### config.mk
export PLATFORM = sky130hd
export DESIGN_NAME = blit2d_ctrl
export DESIGN_NICKNAME = d
export VERILOG_FILES = /design/src/rtl/blit2d_pkg.sv /design/src/rtl/blit2d_addr_gen.sv /design/src/rtl/blit2d_seq.sv /design/src/rtl/blit2d_ctrl.sv
export SDC_FILE = /design/constraint.sdc
export NUM_CORES = 1
export LEC_CHECK = 0
export BUFFER_PORTS_ARGS = -buffer_cell sky130_fd_sc_hd__buf_2
export CORE_UTILIZATION = 25
export CTS_BUF_LIST = sky130_fd_sc_hd__clkbuf_4 sky130_fd_sc_hd__clkbuf_8
export CTS_CLUSTER_DIAMETER = 30
export CTS_CLUSTER_SIZE = 30
export DETAILED_ROUTE_END_ITERATION = 8
export HOLD_SLACK_MARGIN = 0.06
export PLACE_DENSITY = 0.52
export RECOVER_POWER = 25
export SLEW_MARGIN = 10
export SYNTH_ARGS = -nofsm -noshare
export SYNTH_HDL_FRONTEND = slang
export SYNTH_HIERARCHICAL = 1
export SYNTH_SLANG_ARGS = --single-unit
### constraint.sdc
create_clock -name clk -period 10.55 [get_ports clk]
set_input_delay 2.11 -clock clk [delete_from_list [all_inputs] [get_ports clk]]
set_output_delay 2.11 -clock clk [all_outputs]
set_load 0.05 [all_outputs]
### src/rtl/blit2d_pkg.sv
package blit2d_pkg;

    typedef enum logic [1:0] {
        MODE_FILL  = 2'd0,
        MODE_COPY  = 2'd1,
        MODE_CONV  = 2'd2,
        MODE_BLEND = 2'd3
    } blit_mode_e;

    typedef enum logic [1:0] {
        ST_IDLE  = 2'd0,
        ST_RD_FG = 2'd1,
        ST_RD_BG = 2'd2,
        ST_WR    = 2'd3
    } blit_state_e;

    localparam int NSTREAM = 3;
    localparam int STR_FG  = 0;
    localparam int STR_BG  = 1;
    localparam int STR_OUT = 2;
    localparam int MAX_BPP = 4;

    // per-stream pointer control
    typedef struct packed {
        logic load;
        logic adv;
        logic eol;
    } ptr_ctl_t;

    function automatic logic cfg_legal(input logic [31:0] w, input logic [31:0] h,
                                       input logic [2:0] bpp);
        return (w != 32'd0) && (h != 32'd0) && (bpp != 3'd0) && (32'(bpp) <= MAX_BPP);
    endfunction

    function automatic blit_state_e first_state(input blit_mode_e m);
        return (m == MODE_FILL) ? ST_WR : ST_RD_FG;
    endfunction

endpackage

### src/rtl/blit2d_addr_gen.sv
module blit2d_addr_gen
    import blit2d_pkg::*;
#(
    parameter int AW = 32,
    parameter int DW = 12
) (
    input  logic          clk,
    input  logic          rst,
    input  ptr_ctl_t      ctl,
    input  logic [AW-1:0] base,
    input  logic [DW-1:0] loff,
    input  logic [2:0]    bpp,
    output logic [AW-1:0] addr
);
    localparam int SW = DW + 3;

    logic [AW-1:0] ptr_q;
    logic [AW-1:0] skip_q;
    logic [AW-1:0] step_q;
    logic [SW-1:0] skip_w;

    assign skip_w = SW'(loff) * SW'(bpp);

    always_ff @(posedge clk) begin
        if (rst) begin
            ptr_q  <= '0;
            skip_q <= '0;
            step_q <= '0;
        end else if (ctl.load) begin
            ptr_q  <= base;
            skip_q <= AW'(skip_w);
            step_q <= AW'(bpp);
        end else if (ctl.adv) begin
            ptr_q <= ptr_q + step_q + (ctl.eol ? skip_q : '0);
        end
    end

    assign addr = ptr_q;

endmodule

### src/rtl/blit2d_seq.sv
module blit2d_seq
    import blit2d_pkg::*;
#(
    parameter int DW = 12
) (
    input  logic          clk,
    input  logic          rst,
    input  logic [1:0]    mode,
    input  logic [DW-1:0] width,
    input  logic [DW-1:0] height,
    input  logic [DW-1:0] wm_line,
    input  logic [2:0]    bpp,
    input  logic          start,
    input  logic          suspend,
    input  logic          abort,
    input  logic          rd_ready,
    input  logic          rd_err,
    input  logic          wr_ready,
    input  logic          wr_err,
    input  logic          clr_done,
    input  logic          clr_wm,
    input  logic          clr_terr,
    input  logic          clr_cerr,
    output logic          rd_req,
    output logic          rd_bg,
    output logic          wr_req,
    output logic          wr_fill,
    output logic          busy,
    output ptr_ctl_t      ctl_fg,
    output ptr_ctl_t      ctl_bg,
    output ptr_ctl_t      ctl_out,
    output logic          flag_done,
    output logic          flag_wm,
    output logic          flag_terr,
    output logic          flag_cerr
);
    localparam logic [DW-1:0] ONE = DW'(1);

    blit_state_e   state_q, state_d;
    blit_mode_e    mode_q;
    logic [DW-1:0] w_q, h_q, wm_q, x_q, y_q;
    logic          req_q, req_d, abort_q;

    logic hs_rd, hs_wr, hs, bus_err, eol, last, stop, launch, legal, load;
    logic set_done, set_wm, set_terr, set_cerr;

    assign rd_req  = req_q && ((state_q == ST_RD_FG) || (state_q == ST_RD_BG));
    assign rd_bg   = (state_q == ST_RD_BG);
    assign wr_req  = req_q && (state_q == ST_WR);
    assign wr_fill = wr_req && (mode_q == MODE_FILL);
    assign busy    = (state_q != ST_IDLE);

    assign hs_rd   = rd_req && rd_ready;
    assign hs_wr   = wr_req && wr_ready;
    assign hs      = hs_rd || hs_wr;
    assign bus_err = (hs_rd && rd_err) || (hs_wr && wr_err);
    assign eol     = (x_q == w_q - ONE);
    assign last    = eol && (y_q == h_q - ONE);
    assign stop    = abort || abort_q;
    assign launch  = (state_q == ST_IDLE) && start;
    assign legal   = cfg_legal(32'(width), 32'(height), bpp);
    assign load    = launch && legal;

    always_comb begin
        ctl_fg.load  = load;
        ctl_fg.adv   = hs_rd && !rd_bg && !rd_err;
        ctl_fg.eol   = eol;
        ctl_bg.load  = load;
        ctl_bg.adv   = hs_rd && rd_bg && !rd_err;
        ctl_bg.eol   = eol;
        ctl_out.load = load;
        ctl_out.adv  = hs_wr && !wr_err;
        ctl_out.eol  = eol;
    end

    always_comb begin
        state_d = state_q;
        req_d   = req_q;
        if (state_q == ST_IDLE) begin
            req_d = 1'b0;
            if (load) begin
                state_d = first_state(blit_mode_e'(mode));
            end
        end else if (!req_q) begin
            if (stop) begin
                state_d = ST_IDLE;
            end else if (!suspend) begin
                req_d = 1'b1;
            end
        end else if (hs) begin
            req_d = 1'b0;
            if (bus_err || stop) begin
                state_d = ST_IDLE;
            end else begin
                case (state_q)
                    ST_RD_FG: state_d = (mode_q == MODE_BLEND) ? ST_RD_BG : ST_WR;
                    ST_RD_BG: state_d = ST_WR;
                    default:  state_d = last ? ST_IDLE : first_state(mode_q);
                endcase
            end
        end
    end

    assign set_done = hs_wr && !wr_err && last && !stop;
    assign set_wm   = hs_wr && !wr_err && eol && (y_q == wm_q);
    assign set_terr = bus_err;
    assign set_cerr = launch && !legal;

    always_ff @(posedge clk) begin
        if (rst) begin
            state_q <= ST_IDLE;
            req_q   <= 1'b0;
            abort_q <= 1'b0;
            mode_q  <= MODE_FILL;
            w_q     <= '0;
            h_q     <= '0;
            wm_q    <= '0;
            x_q     <= '0;
            y_q     <= '0;
        end else begin
            state_q <= state_d;
            req_q   <= req_d;
            abort_q <= (state_d != ST_IDLE) && (abort_q || abort);
            if (load) begin
                mode_q <= blit_mode_e'(mode);
                w_q    <= width;
                h_q    <= height;
                wm_q   <= wm_line;
                x_q    <= '0;
                y_q    <= '0;
            end else if (ctl_out.adv) begin
                if (eol) begin
                    x_q <= '0;
                    y_q <= y_q + ONE;
                end else begin
                    x_q <= x_q + ONE;
                end
            end
        end
    end

    always_ff @(posedge clk) begin
        if (rst) begin
            flag_done <= 1'b0;
            flag_wm   <= 1'b0;
            flag_terr <= 1'b0;
            flag_cerr <= 1'b0;
        end else begin
            flag_done <= set_done ? 1'b1 : (clr_done ? 1'b0 : flag_done);
            flag_wm   <= set_wm   ? 1'b1 : (clr_wm   ? 1'b0 : flag_wm);
            flag_terr <= set_terr ? 1'b1 : (clr_terr ? 1'b0 : flag_terr);
            flag_cerr <= set_cerr ? 1'b1 : (clr_cerr ? 1'b0 : flag_cerr);
        end
    end


    rd_hold_chk: assert property (@(posedge clk) disable iff (rst)
        rd_req && !rd_ready |=> rd_req && $stable(rd_bg));

    wr_hold_chk: assert property (@(posedge clk) disable iff (rst)
        wr_req && !wr_ready |=> wr_req);

    fill_no_read_chk: assert property (@(posedge clk) disable iff (rst)
        busy && (mode_q == MODE_FILL) |-> !rd_req);

    bg_only_blend_chk: assert property (@(posedge clk) disable iff (rst)
        rd_req && rd_bg |-> mode_q == MODE_BLEND);

    cerr_idle_chk: assert property (@(posedge clk) disable iff (rst)
        (state_q == ST_IDLE) && start && !legal |=> !busy && flag_cerr);

    done_after_write_chk: assert property (@(posedge clk) disable iff (rst)
        $rose(flag_done) |-> $past(hs_wr) && !busy);

    suspend_chk: assert property (@(posedge clk) disable iff (rst)
        $rose(req_q) |-> !$past(suspend));

    abort_chk: assert property (@(posedge clk) disable iff (rst)
        abort_q && !req_q |=> !busy);

    terr_idle_chk: assert property (@(posedge clk) disable iff (rst)
        bus_err |=> !busy && flag_terr);

endmodule

### src/rtl/blit2d_ctrl.sv
module blit2d_ctrl
    import blit2d_pkg::*;
#(
    parameter int AW = 32,
    parameter int DW = 12,
    parameter int CW = 32
) (
    input  logic          clk,
    input  logic          rst,
    input  logic [1:0]    cfg_mode,
    input  logic [DW-1:0] cfg_width,
    input  logic [DW-1:0] cfg_height,
    input  logic [2:0]    cfg_bpp,
    input  logic [AW-1:0] cfg_fg_base,
    input  logic [AW-1:0] cfg_bg_base,
    input  logic [AW-1:0] cfg_out_base,
    input  logic [DW-1:0] cfg_fg_loff,
    input  logic [DW-1:0] cfg_bg_loff,
    input  logic [DW-1:0] cfg_out_loff,
    input  logic [CW-1:0] cfg_color,
    input  logic [DW-1:0] cfg_wm_line,
    input  logic          start,
    input  logic          suspend,
    input  logic          abort,
    output logic          rd_req,
    output logic [AW-1:0] rd_addr,
    output logic          rd_bg,
    input  logic          rd_ready,
    input  logic          rd_err,
    output logic          wr_req,
    output logic [AW-1:0] wr_addr,
    output logic          wr_fill,
    output logic [CW-1:0] wr_color,
    input  logic          wr_ready,
    input  logic          wr_err,
    output logic          busy,
    output logic          flag_done,
    output logic          flag_wm,
    output logic          flag_terr,
    output logic          flag_cerr,
    input  logic          clr_done,
    input  logic          clr_wm,
    input  logic          clr_terr,
    input  logic          clr_cerr
);
    localparam int NS = NSTREAM;

    ptr_ctl_t      ctl   [NS];
    logic [AW-1:0] bases [NS];
    logic [DW-1:0] loffs [NS];
    logic [AW-1:0] addrs [NS];
    logic [CW-1:0] color_q;

    assign bases[STR_FG]  = cfg_fg_base;
    assign bases[STR_BG]  = cfg_bg_base;
    assign bases[STR_OUT] = cfg_out_base;
    assign loffs[STR_FG]  = cfg_fg_loff;
    assign loffs[STR_BG]  = cfg_bg_loff;
    assign loffs[STR_OUT] = cfg_out_loff;

    blit2d_seq #(.DW(DW)) seq_i (
        .clk       (clk),
        .rst       (rst),
        .mode      (cfg_mode),
        .width     (cfg_width),
        .height    (cfg_height),
        .wm_line   (cfg_wm_line),
        .bpp       (cfg_bpp),
        .start     (start),
        .suspend   (suspend),
        .abort     (abort),
        .rd_ready  (rd_ready),
        .rd_err    (rd_err),
        .wr_ready  (wr_ready),
        .wr_err    (wr_err),
        .clr_done  (clr_done),
        .clr_wm    (clr_wm),
        .clr_terr  (clr_terr),
        .clr_cerr  (clr_cerr),
        .rd_req    (rd_req),
        .rd_bg     (rd_bg),
        .wr_req    (wr_req),
        .wr_fill   (wr_fill),
        .busy      (busy),
        .ctl_fg    (ctl[STR_FG]),
        .ctl_bg    (ctl[STR_BG]),
        .ctl_out   (ctl[STR_OUT]),
        .flag_done (flag_done),
        .flag_wm   (flag_wm),
        .flag_terr (flag_terr),
        .flag_cerr (flag_cerr)
    );

    for (genvar s = 0; s < NS; s++) begin : g_stream
        blit2d_addr_gen #(.AW(AW), .DW(DW)) agen_i (
            .clk  (clk),
            .rst  (rst),
            .ctl  (ctl[s]),
            .base (bases[s]),
            .loff (loffs[s]),
            .bpp  (cfg_bpp),
            .addr (addrs[s])
        );
    end

    always_ff @(posedge clk) begin
        if (rst) begin
            color_q <= '0;
        end else if (ctl[STR_OUT].load) begin
            color_q <= cfg_color;
        end
    end

    assign rd_addr  = rd_bg ? addrs[STR_BG] : addrs[STR_FG];
    assign wr_addr  = addrs[STR_OUT];
    assign wr_color = color_q;


    rd_addr_hold_chk: assert property (@(posedge clk) disable iff (rst)
        rd_req && !rd_ready |=> $stable(rd_addr));

    wr_addr_hold_chk: assert property (@(posedge clk) disable iff (rst)
        wr_req && !wr_ready |=> $stable(wr_addr) && $stable(wr_color));

endmodule

==> summary.md <==
| Metric | Value |
|---|---|
| Skew final | `0.0402 ns` |
| Worst path arrival time | `7.72 ns` |
| Combinational family with the most area after synthesis | `simple AND/OR/NAND/NOR gates` |
| Total iterations of the first detailed-routing run | `5` |
| Unrepaired setup endpoints after global routing | `no` |
| Asr flop ratio synth | `0%` |
| Tightest Pin Transition | `1.89 ns` |
| Post-synthesis register bit count | `252` |
| Total track usage | `14.9%` |
| Synth Area in Adders | `13.6%` |
| Library cells used by synthesis | `99` |
| Die W | `275 um` |
| Critical Path Fanout Max | `120` |
| Row cnt | `99` |
| CP Capture Type | `flop` |
| Layout cells sized above 1 | `18.6%` |
| Power Dens Cells | `151 mW/mm2` |
| Post-CTS Setup Bufs | `0` |
| Initial core utilization | `25.4%` |
| Worst vdd ir | `0.0000992 V` |
| Die Y | `275 um` |
| Initial antenna violation count | `17` |
| Cells after Synth | `2,274` |
| Final number of hold-violating endpoints | `0` |
| Post-Layout Cell Count | `3,598` |
| Critical path launch point type | `input port` |
| Sequential share of the synthesized area | `27.0%` |
| Required @ worst endpoint | `11.05 ns` |
| Crit Path Class | `in2reg` |
| Worst min path class | `reg2reg` |
| Failing checks | `capacitance limit, slew limit` |
| Final WL | `57,800 um` |
| IO Count | `323` |
| Total placed cells including tap cells | `3,449` |
| Fin Hold WS | `0.458 ns` |
| Gr ovfl total | `0` |
| Cell Area, Synth | `0.0187 mm2` |
| Final worst slack | `3.33 ns` |
| Post-layout instance area | `0.0228 mm2` |
| Final Power | `3.44 mW` |
| Pre-CTS setup slack | `4.33 ns` |
| Remaining antenna violation count | `0` |
| Final GP Congestion | `0.827` |
| XOR/XNOR Fraction of Synth Area | `5.44%` |
| Synth Area per Inst | `8.21 um2` |
| Max clock buf depth | `3` |
| Setup TNS | `0 ns` |
| Final Max Tran Viols | `41` |
| Synth Area in Compound Gates | `18.1%` |
| Fill cell count | `7,976` |
| Cts bufs inserted | `79` |
| DRC errors left | `0` |
| Clk Latency, worst-skew pair | `0.65 ns` |
| # hold bufs at CTS | `0` |
| EDFF count, synth | `0` |
| Sink Count | `252` |
| Setup violators final | `0` |
| Main synth FF type | `dfxtp_1` |
| Maximum number of pins on one net before global-route repair | `121` |
| Syn nets | `2,668` |
| Status | `finished with violations` |
| Die area | `0.0758 mm2` |
| Area Overhead vs Synth | `22.1%` |
| Simple-Gate Fraction of Synth Area | `22.7%` |
| Placed Area | `0.0210 mm2` |
| IO buf count | `322` |
| DR vias/cell | `4.84` |
| CTS clk-pin slew, worst paths | `0.04 ns` |
| Tmin final | `7.22 ns` |
| Via count | `17,404` |
| Final worst-path cycle share | `68.4%` |
| Root buffer cell | `clkbuf_8` |
| Final net count | `2,965` |
| H-tree levels | `3` |
| Vias in the first global route | `16,826` |
| Post-layout util | `31.0%` |
| Mux share of post-synthesis cell area | `7.48%` |
| Post-CTS Resized | `0` |
| DR WL/cell | `16.1 um` |
| DP HPWL | `43,000 um` |
| Max Cap Viol | `1` |
| Initial DRC Count | `904` |
| Core footprint | `0.0735 mm2` |
| Normalized max-slew margin | `-25.7%` |
| CTS tree | `yes` |
| LEAKAGE | `9.62 nW` |
| Fmax | `0.138 GHz` |
| Yosys warns | `6` |
| Global-route wire length before repair | `90,100 um` |
-- worst max-delay path, cell delays in order --
cell and delay (ns):
buf_2 0.08, clkbuf_1 1.33, nor2_1 0.17, xnor2_1 0.31, nand4_1 0.18, clkbuf_1 0.98, inv_8 0.51, buf_12 0.45
inv_2 0.69, nor4b_1 0.13, mux2_2 0.29, a311o_1 0.30
-- path summary, 6_finish.rpt --
check,endpoint,startpoint,cells after the start,slack [ns]
setup / recovery,g_stream[1].agen_i/skip_q[13],cfg_bpp[1],12,3.33
hold / removal,g_stream[0].agen_i/skip_q[12],g_stream[0].agen_i/skip_q[12],2,0.46
setup reg to reg,g_stream[0].agen_i/addr[17],seq_i/w_q[0],19,4.44
hold reg to reg,g_stream[0].agen_i/skip_q[12],g_stream[0].agen_i/skip_q[12],2,0.46
-- cells in the mapped netlist (all sizes together) (10+ instances only) --
cell | number | area share, %
a211oi | 62 | 2.5
a21o | 31 | 1.3
a21oi | 156 | 4.3
a311oi | 23 | 1.1
a31oi | 16 | 0.54
and2 | 77 | 2.6
and3 | 23 | 0.78
and4 | 10 | 0.47
buf | 35 | 1.4
clkbuf | 85 | 1.7
dfxtp | 252 | 27
fa | 45 | 4.8
ha | 131 | 8.8
inv | 117 | 2.4
mux2 | 35 | 2.7
mux2i | 89 | 4.8
nand2 | 267 | 5.4
nand2b | 19 | 0.64
nand3 | 53 | 1.4
nand4 | 37 | 1.3
nor2 | 230 | 4.6
nor2b | 15 | 0.50
nor3 | 46 | 1.3
nor4 | 20 | 0.83
o211ai | 22 | 0.88
o21a | 16 | 0.68
o21ai | 55 | 1.5
o21bai | 12 | 0.48
o31ai | 24 | 1.0
or2 | 12 | 0.42
or3 | 26 | 0.88
or4 | 17 | 0.68
xnor2 | 71 | 3.3
xor2 | 45 | 2.1
-- sequential cells by signal, indices dropped and copies added, names as in the netlist, 2 cells and up --
signal / flops
g_stream.agen_i/step_q: 9
seq_i/w_q: 12
seq_i/y_q: 12
seq_i/wm_q: 12
g_stream.agen_i/addr: 96
seq_i/x_q: 12
seq_i/mode_q: 2
g_stream.agen_i/skip_q: 45
wr_color: 32
seq_i/h_q: 12
seq_i/state_q: 2
-- power by group --
group / internal [mW] / switching (mW) / total (mW) / leakage [nW]
Sequential: 1.02 / 0.0660 / 1.09 / 2.06
Clock: 1.04 / 0.610 / 1.65 / 0.938
Combinational: 0.257 / 0.441 / 0.699 / 6.63
Total: 2.32 / 1.12 / 3.44 / 9.62
-- placed cells by master, fill, tap and decap left out, types with 19 or more instances in the layout --
cell and n:
a211oi_1 62, a21o_1 30, a21oi_1 151, a311oi_1 22, and2_1 77, and3_1 22, buf_2 250, clkbuf_1 74
clkbuf_8 94, dfxtp_1 252, fa_1 45, ha_1 130, inv_1 115, mux2_4 30, mux2i_1 89, nand2_1 267
nand2b_1 19, nand3_1 52, nand4_1 36, nor2_1 227, nor3_1 45, o211ai_1 22, o21ai_0 48, o31ai_1 23
or3_1 24, xnor2_1 71, xor2_1 45
-- per-layer routing --
layer  up-vias  track usage, %  share of wire (%)
met5         -               0               0.24
met3       122            4.02                6.4
li1       8699               -                  -
met4        22            5.19                3.0
met2       459            23.6                 45
met1      8102            19.3                 46
-- cell type report --
class / instances / area, um2 / area share (%)
diodes: 2 / 5.00 / 0.0219
repair buffers: 338 / 1650 / 7.25
multi-input cells: 1781 / 12600 / 55.2
well taps: 959 / 1200 / 5.26
flip-flops and latches: 252 / 5040 / 22.1
clock buffers: 100 / 1330 / 5.84
clock inverters: 47 / 518 / 2.27
inverters: 119 / 454 / 1.99
-- cell families (layout without fill, tap and decap cells) --
logic type               after synthesis  after routing
AND/OR/NAND/NOR                      873            873
buffers and inverters                241            604
AO/OA/AOI/OAI                        492            492
flip-flops                           252            252
other                                  0              2
adder cells (fa/ha/maj)              176            176
multiplexers                         124            124
XOR/XNOR                             116            116
Note: power is estimated with default switching activity, not from simulation.
